===== src/rtl/dca_pkg.sv =====
package dca_pkg;

    localparam int IDX_W = 4;
    localparam int DAT_W = 8;

    localparam logic [IDX_W-1:0] IDX_DIV_LO  = 4'd8;
    localparam logic [IDX_W-1:0] IDX_DIV_HI  = 4'd9;
    localparam logic [IDX_W-1:0] IDX_DIV_FRC = 4'd10;

    localparam logic [2:0] ADR_DIV_LO  = 3'd0;
    localparam logic [2:0] ADR_DIV_HI  = 3'd1;
    localparam logic [2:0] ADR_DIV_FRC = 3'd2;
    localparam logic [2:0] ADR_ALTFN   = 3'd4;
    localparam logic [2:0] ADR_IDENT   = 3'd5;

    typedef enum logic [1:0] {
        MF_GPO   = 2'd0,
        MF_BAUD  = 2'd1,
        MF_OFF   = 2'd2,
        MF_RXRDY = 2'd3
    } mf_sel_e;

    typedef struct packed {
        logic             hit_altfn;
        logic             hit_ident;
        logic [IDX_W-1:0] idx;
    } dec_t;

    function automatic logic mf_pick(input mf_sel_e sel, input logic gpo_n,
                                     input logic baud_n, input logic rxr_n);
        case (sel)
            MF_GPO:   return gpo_n;
            MF_BAUD:  return baud_n;
            MF_RXRDY: return rxr_n;
            default:  return 1'b1;
        endcase
    endfunction

endpackage


===== src/rtl/dca_decode.sv =====
module dca_decode
    import dca_pkg::*;
(
    input  logic [2:0] addr,
    input  logic       dlab,
    input  logic       enh,
    input  logic       divz,
    output dec_t       dec
);
    always_comb begin
        dec.hit_altfn = 1'b0;
        dec.hit_ident = 1'b0;
        dec.idx       = {1'b0, addr};
        if (dlab) begin
            case (addr)
                ADR_DIV_LO:  dec.idx = IDX_DIV_LO;
                ADR_DIV_HI:  dec.idx = IDX_DIV_HI;
                ADR_DIV_FRC: if (enh) dec.idx = IDX_DIV_FRC;
                ADR_ALTFN:   dec.hit_altfn = 1'b1;
                ADR_IDENT:   if (divz) dec.hit_ident = 1'b1;
                default:     ;
            endcase
        end
    end
endmodule


===== src/rtl/dca_altfn.sv =====
module dca_altfn
    import dca_pkg::*;
(
    input  logic       clk,
    input  logic       rst,
    input  logic       wr_en,
    input  logic [2:0] wdata,
    output logic [2:0] afr_q,
    output logic       concur,
    output mf_sel_e    mf_sel
);
    always_ff @(posedge clk) begin
        if (rst)        afr_q <= '0;
        else if (wr_en) afr_q <= wdata;
    end

    assign concur = afr_q[0];
    assign mf_sel = mf_sel_e'(afr_q[2:1]);
endmodule


===== src/rtl/dca_mf_mux.sv =====
module dca_mf_mux
    import dca_pkg::*;
#(
    parameter int NUM_CH = 2
) (
    input  mf_sel_e           sel,
    input  logic [NUM_CH-1:0] gpo_n,
    input  logic [NUM_CH-1:0] baud_n,
    input  logic [NUM_CH-1:0] rxr_n,
    output logic [NUM_CH-1:0] pin_n
);
    for (genvar i = 0; i < NUM_CH; i++) begin : g_pin
        assign pin_n[i] = mf_pick(sel, gpo_n[i], baud_n[i], rxr_n[i]);
    end
endmodule


===== src/rtl/dual_uart_regctl.sv =====
module dual_uart_regctl
    import dca_pkg::*;
#(
    parameter int          NUM_CH = 2,
    parameter logic [7:0]  DEV_ID = 8'h02
) (
    input  logic                       clk,
    input  logic                       rst,
    input  logic [2:0]                 cpu_addr,
    input  logic [$clog2(NUM_CH)-1:0]  cpu_chsel,
    input  logic                       cpu_wr,
    input  logic                       cpu_rd,
    input  logic [7:0]                 cpu_wdata,
    output logic [7:0]                 cpu_rdata,
    input  logic [NUM_CH-1:0]          ch_dlab,
    input  logic [NUM_CH-1:0]          ch_enh,
    input  logic [NUM_CH-1:0]          ch_divz,
    input  logic [8*NUM_CH-1:0]        ch_rdata,
    output logic [NUM_CH-1:0]          ch_we,
    output logic [NUM_CH-1:0]          ch_re,
    output logic [3:0]                 ch_reg,
    output logic [7:0]                 ch_wdata,
    input  logic [NUM_CH-1:0]          src_op2_n,
    input  logic [NUM_CH-1:0]          src_baud_n,
    input  logic [NUM_CH-1:0]          src_rxrdy_n,
    output logic [NUM_CH-1:0]          mf_n
);
    localparam int CH_W = $clog2(NUM_CH);

    dec_t       dec;
    logic       hit_altfn;
    logic       hit_ident;
    logic       local_hit;
    logic       altfn_wr;
    logic [2:0] afr_q;
    logic       concur;
    mf_sel_e    mf_sel;

    dca_decode u_dec (
        .addr (cpu_addr),
        .dlab (ch_dlab[cpu_chsel]),
        .enh  (ch_enh[cpu_chsel]),
        .divz (ch_divz[cpu_chsel]),
        .dec  (dec)
    );

    assign hit_altfn = dec.hit_altfn;
    assign hit_ident = dec.hit_ident;
    assign local_hit = hit_altfn | hit_ident;
    assign altfn_wr  = cpu_wr & hit_altfn;

    dca_altfn u_afr (
        .clk    (clk),
        .rst    (rst),
        .wr_en  (altfn_wr),
        .wdata  (cpu_wdata[2:0]),
        .afr_q  (afr_q),
        .concur (concur),
        .mf_sel (mf_sel)
    );

    for (genvar i = 0; i < NUM_CH; i++) begin : g_ch
        logic picked;
        assign picked   = (cpu_chsel == CH_W'(i));
        assign ch_we[i] = cpu_wr & ~local_hit & (concur | picked);
        assign ch_re[i] = cpu_rd & ~local_hit & picked;
    end

    assign ch_reg   = dec.idx;
    assign ch_wdata = cpu_wdata;

    always_comb begin
        if (hit_altfn)      cpu_rdata = {5'b0, afr_q};
        else if (hit_ident) cpu_rdata = DEV_ID;
        else                cpu_rdata = ch_rdata[8*cpu_chsel +: 8];
    end

    dca_mf_mux #(.NUM_CH(NUM_CH)) u_mf (
        .sel    (mf_sel),
        .gpo_n  (src_op2_n),
        .baud_n (src_baud_n),
        .rxr_n  (src_rxrdy_n),
        .pin_n  (mf_n)
    );
endmodule


===== config.mk =====
export PLATFORM = sky130hd
export DESIGN_NAME = dual_uart_regctl
export DESIGN_NICKNAME = d
export VERILOG_FILES = /design/src/rtl/dca_pkg.sv /design/src/rtl/dca_decode.sv /design/src/rtl/dca_altfn.sv /design/src/rtl/dca_mf_mux.sv /design/src/rtl/dual_uart_regctl.sv
export SDC_FILE = /design/constraint.sdc
export NUM_CORES = 1
export LEC_CHECK = 0
export ABC_AREA = 1
export BUFFER_PORTS_ARGS = -buffer_cell sky130_fd_sc_hd__buf_2
export CORE_MARGIN = 2
export CORE_UTILIZATION = 34
export DETAILED_ROUTE_END_ITERATION = 10
export PLACE_DENSITY = 0.84
export SLEW_MARGIN = 20
export SYNTH_ARGS = -nofsm -noshare
export SYNTH_HDL_FRONTEND = slang
export SYNTH_SLANG_ARGS = --single-unit

===== constraint.sdc =====
create_clock -name clk -period 2.6 [get_ports clk]
set_clock_uncertainty 0.2 [all_clocks]
set_input_delay 0.52 -clock clk [delete_from_list [all_inputs] [get_ports clk]]
set_output_delay 0.52 -clock clk [all_outputs]
set_load 0.05 [all_outputs]

# Yosys cells after proc, flatten, opt, wreduce, memory -nomap -nowiden
# Cells that the tools add are included.
word_totals:
  regBits: 3
  input_bits: 44
  out_inout_bits: 26
  wordCells: 39
op_classes:
  n_lt_le_gt_ge: 1
  eq_ne: 6
  n_shift: 1
  mux: 16
  bitwise_logic: 12
  reduce_logical: 2
ops:
  columns: ["operator", "count"]
  rows:
  - ["2-to-1 mux 8 bit", 2]
  - ["indexed part select 16 x 5 -> 8 bit", 1]
  - ["one-hot mux 4 bit (3 select lines)", 1]
  - ["2-to-1 mux 1 bit", 9]
  - ["bitwise AND 1 bit", 7]
  - ["== test 3 bit, second input constant", 2]
  - ["2-to-1 mux 6 bit", 1]
  - ["one-hot mux 1 bit (3 select lines)", 2]
  - ["2-to-1 mux 4 bit", 1]
  - ["== test 3 x 1 -> 1 bit, second input constant", 1]
  - ["== test 3 x 2 -> 1 bit, second input constant", 1]
  - ["logical NOT 3 bit", 1]
  - ["bitwise OR 1 bit", 3]
  - ["== test 2 x 1 -> 1 bit, second input constant", 1]
  - ["== test 2 bit, second input constant", 1]
  - ["logical NOT 2 bit", 1]
  - ["less-than comparator 1 x 2 -> 1 bit, second input constant", 1]
  - ["inverter 1 bit", 2]

# Longest topological paths before layout
depth:
  ltp_word: 9
  mapped_depth: 7
  ltp_nobuf: 7

# Cells and area by module
# From an unflattened synthesis, not the netlist that was laid out.
unflattened:
  hier_cells: 110
  hier_area_um2: 586.8
modules_own_cells:
  columns: ["mod", "n_inst", "cells_per_inst", "area_each_um2", "seq_area_each_um2"]
  rows:
  - ["dual_uart_regctl", 1, 66, 346.6, 0.0]
  - ["dca_altfn", 1, 22, 142.6, 60.1]
  - ["dca_decode", 1, 12, 50.0, 0.0]
  - ["dca_mf_mux", 1, 10, 47.5, 0.0]

# Worst setup path after synthesis
# Ideal clock, no wire load.
synth_path:
  path_kind: "input port to output port"
  from: "input cpu_addr[1]"
  to: "output cpu_rdata[0]"
  t_arrival_ns: 1.972
  required_time_ns: 1.880
  setup_slack_ns: -0.092
  cell_stages: 5
  n_path_buf: 0
  cell_sequence: "inv_1 nand2_1 nor2_2 nand2_1 o21ai_0"
synth_between:
  elab_chain_cells: 5
  word_cells_on_any_way: 7
  classes_between: "eq/ne: 2; mux: 5"
synth_rtl:
  columns: ["item", "line_no", "text"]
  rows:
  - ["start, declared", "dual_uart_regctl.sv:9", "input logic [2:0] cpu_addr,"]
  - ["== test 3 bit", "dca_decode.sv:15", "case (addr)"]
  - ["2-to-1 mux 1 bit", "dca_decode.sv:15", null]
  - ["2-to-1 mux 6 bit *", "dca_decode.sv:14", "if (dlab) begin"]
  - ["2-to-1 mux 8 bit", "dual_uart_regctl.sv:74", "else if (hit_ident) cpu_rdata = DEV_ID;"]
  - ["2-to-1 mux 8 bit *", "dual_uart_regctl.sv:73", "if (hit_altfn) cpu_rdata = {5'b0, afr_q};"]
  - ["end, declared", "dual_uart_regctl.sv:14", "output logic [7:0] cpu_rdata,"]
# Every way passes the cells marked *; elsewhere a longest branch is shown, timed or not.

# Worst setup path in the final report
layout_path:
  from: "input cpu_chsel"
  to: "output cpu_rdata[4]"
layout_between:
  elab_chain_cells: 7
  word_cells_on_any_way: 10
  classes_between: "shift: 1; mux: 9"
layout_rtl:
  columns: ["item", "line_no", "text"]
  rows:
  - ["start, declared", "dual_uart_regctl.sv:10", "input logic [$clog2(NUM_CH)-1:0] cpu_chsel,"]
  - ["2-to-1 mux 1 bit (implied by the code) (2 in series)", "dual_uart_regctl.sv:43", ".divz (ch_divz[cpu_chsel]),"]
  - ["2-to-1 mux 1 bit", "dca_decode.sv:20", "ADR_IDENT: if (divz) dec.hit_ident = 1'b1;"]
  - ["2-to-1 mux 1 bit", "dca_decode.sv:15", null]
  - ["2-to-1 mux 6 bit", "dca_decode.sv:14", null]
  - ["2-to-1 mux 8 bit", "dual_uart_regctl.sv:74", null]
  - ["2-to-1 mux 8 bit *", "dual_uart_regctl.sv:73", null]
# Every way passes the cells marked *; elsewhere a longest branch is shown, timed or not. The select of a mux whose other input is x is not followed.

==> results.py <==
metrics = {
    "synth": {
        "netlist.area_leader.share_pct": 22.15,
        "synth_most_common_cell": "nand2_1",
        "synthTopCellsByArea": "nand2_1, buf_4, dfxtp_1, inv_1, nor2_1",
        "synth-warning-count": 0,
        "synth_compound_area_share_pct": 14.09,
        "synth_xor_area_share_pct": 0,
        "synth_edf_count": 0,
        "yosysUniqueCellTypes": 20,
        "synthAdderAreaFrac_pct": 0,
        "synthMuxAreaShare_pct": 1.790,
        "ys_ff_latch": 3,
        "yosys.area_share.simple_pct": 48.32,
        "synth_top_family_by_area": "simple AND/OR/NAND/NOR gates",
        "avgSynthCellArea_um2": 5.430,
        "async_flop_share_pct": 0,
        "synth_cells": 103,
        "synth_top_cell_by_area": "nand2_1",
        "synth_common_cells": "nand2_1, inv_1, nor2_1",
        "ys_seq_area_share_pct": 10.74,
        "synthesis.area_um2": 559.3,
        "syn_nets": 147,
        "synth-main-ff-cell": "dfxtp_1",
    },
    "floorplanning": {
        "dieHeight_um": 44.56,
        "fp.dieW_um": 44.56,
        "die-area_um2": 1986,
        "core_area_um2": 1524,
        "start_util_pct": 36.70,
        "io_pins": 70,
        "num_rows": 14,
    },
    "final_layout": {
        "fin_cells": 170,
        "final_nets": 199,
        "regArea_um2": 60.06,
        "drive_gt1_share_pct": 49.35,
        "largest_reg_flops": 3,
        "area_growth_pct": 47.43,
        "multi_input_area_um2": 359.1,
        "top_regs": "u_afr.afr_q: 3 flops",
        "top_register": "u_afr.afr_q",
        "fillers": 160,
        "diodes": 0,
    },
    "min_path": {
        "holdPathEnd": "u_afr.afr_q[0]$_SDFFE_PP0P_",
        "hold_path.class": "in -> reg",
        "worstHoldStart": "rst",
        "hold_depth": 4,
    },
    "global_route": {
        "grt_pass1_wl_um": 2601,
        "grt_pass1_vias": 710,
        "antenna_found_initial": 0,
        "grtUsageTotal_pct": 17.82,
        "grt_max_degree": 15,
        "globalRouteOverflowTotal": 0,
    },
    "cts": {
        "clock_latency_ns": 0.25,
        "cts_resized": 0,
        "clkTransAtPathRegs_ns": 0.04,
        "clock-root-buffer": "clkbuf_4",
        "clk_path_buf_depth": 2,
        "cts_tree": "built",
        "cts_setup_buffers": 0,
        "clock-sinks": 3,
        "htreeDepth": 1,
        "cts_buffers": 3,
        "hold_buffers": 0,
    },
    "routing": {
        "drt-initial-drc-count": 7,
        "vias": 774,
        "via_per_inst": 4.553,
        "wire_per_inst_um": 9.676,
        "drc": 0,
        "drt-pass1-iter-count": 2,
        "ant_nets": 0,
        "wl_um": 1645,
    },
    "timing": {
        "rsz0062_at_grt": "false",
        "period_minus_slack_ns": 2.306,
        "worst-slew-pin-transition_ns": 0.2469,
        "setup_viol": 0,
        "min_period_over_period_pct": 88.71,
        "max-slew-margin-rel_pct": 83.54,
        "timing.fmax_mhz": 433.6,
        "finalHoldViolCount": 0,
        "timing.setup.tns_ns": 0,
        "slew_viol_final": 0,
        "hold_slack_ns": 0.3387,
    },
    "worst_setup_path": {
        "critPathBufInv": 4,
        "rr_worst_depth": 4,
        "path_max_fanout": 14,
        "r2r-start": "u_afr.afr_q[1]$_SDFFE_PP0P_",
        "cpPeakStageDelay_ns": 0.27,
        "critPathTopFamily": "buffers and inverters",
        "required_ns": 1.88,
        "cpMaxStageDelayCell": "buf_2",
        "start_kind": "input port",
        "end_kind": "output port",
        "timing.rr.end": "u_afr.afr_q[1]$_SDFFE_PP0P_",
        "r2r_setup_slack_ns": 1.66,
        "worstSetupPathType": "in -> out",
        "critPathArrivalTime_ns": 1.59,
        "crit_chain": "buf_2 > inv_2 > nand2_1 > nand3_1 > nand3_4 > inv_2 > a21oi_2 > buf_2",
    },
    "flow_run": {
        "cap_violations": 0,
    },
    "place": {
        "numPortBuffers": 59,
        "place_hpwl_um": 1398,
        "gp_congestion": 0.7353,
        "dp_cells": 166,
    },
    "pwr": {
        "powerDensity_nw_per_um2": 396.6,
        "vdd_ir_drop_max_uv": 188.3,
        "power_w": 0.0003270,
        "p_leak_nw": 0.5119,
    },
    "run_status": {
        "status": "complete, no violations",
    },
}
==> area by class of cell <==
class	instances	share of cell area [%]
multi-input combinational	72	43.55
timing repair buffer	60	36.72
sequential	3	7.284
inverter	15	6.829
clock buffer	4	3.187
tap	16	2.428
==> report_power, final <==
| part | switching [W] | internal (W) | leakage [nW] |
|---|---|---|---|
| Combinational | 0.000135 | 0.0000556 | 0.473 |
| Clock | 0.0000300 | 0.0000579 | 0.0150 |
| Sequential | 0.000000922 | 0.0000473 | 0.0243 |
| Total | 0.000166 | 0.000161 | 0.512 |
==> worst min-delay path, delay by kind of cell <==
| kind | cells | cell delay (ns) |
|---|---|---|
| buf+inv | 2 | 0.13 |
| simple gates | 2 | 0.09 |
==> metrics by stage <==
step	cell area (um^2)	utilization (%)	worst slack, ns
after floorplan	559.3	-	0.2393
after global placement	798.3	52.38	0.3353
after detailed placement	798.3	52.38	0.2825
after CTS	824.5	54.11	0.2806
after global routing	824.5	54.11	0.1561
final	824.5	54.11	0.2935
==> metal layers <==
metal / global-route usage (%) / share of wire [%] / vias up
li1: - / - / 408
met1: 16.55 / 35 / 319
met2: 35.07 / 51 / 41
met3: 2.857 / 12 / 6
met4: 10.91 / 2.0 / 0
met5: 0 / 0 / -
==> kinds of logic (layout without fill, tap and decap cells) <==
| group | after synthesis | in the layout |
|---|---|---|
| multiplexers | 1 | 1 |
| AND/OR/NAND/NOR | 59 | 59 |
| flip-flops | 3 | 3 |
| buffers and inverters | 28 | 79 |
| AO/OA/AOI/OAI | 12 | 12 |
==> cell usage in the layout (no fill, tap or decap) <==
master,instances
o21ai_1,3
nor2_1,12
nor2_2,1
nand2_4,1
o21ai_0,2
a21oi_2,5
clkbuf_1,1
buf_4,1
a21oi_1,2
nand3_2,1
nand3_1,5
mux2i_1,1
nand2_2,2
clkbuf_4,3
nand3_4,1
nand4_1,3
inv_2,2
dfxtp_1,3
nand2_1,33
inv_1,13
buf_2,59
==> worst max path at each step <==
stage / startpoint / endpoint / depth (start not counted)
2_1_floorplan: cpu_chsel / ch_reg[3] / 6
3_3_place_gp: cpu_chsel / ch_we[0] / 8
3_5_place_dp: cpu_chsel / cpu_rdata[4] / 8
4_1_cts: cpu_chsel / cpu_rdata[4] / 8
5_1_grt: cpu_chsel / cpu_rdata[3] / 8
6_report: cpu_chsel / cpu_rdata[4] / 8
(Power assumes the default switching activity.)
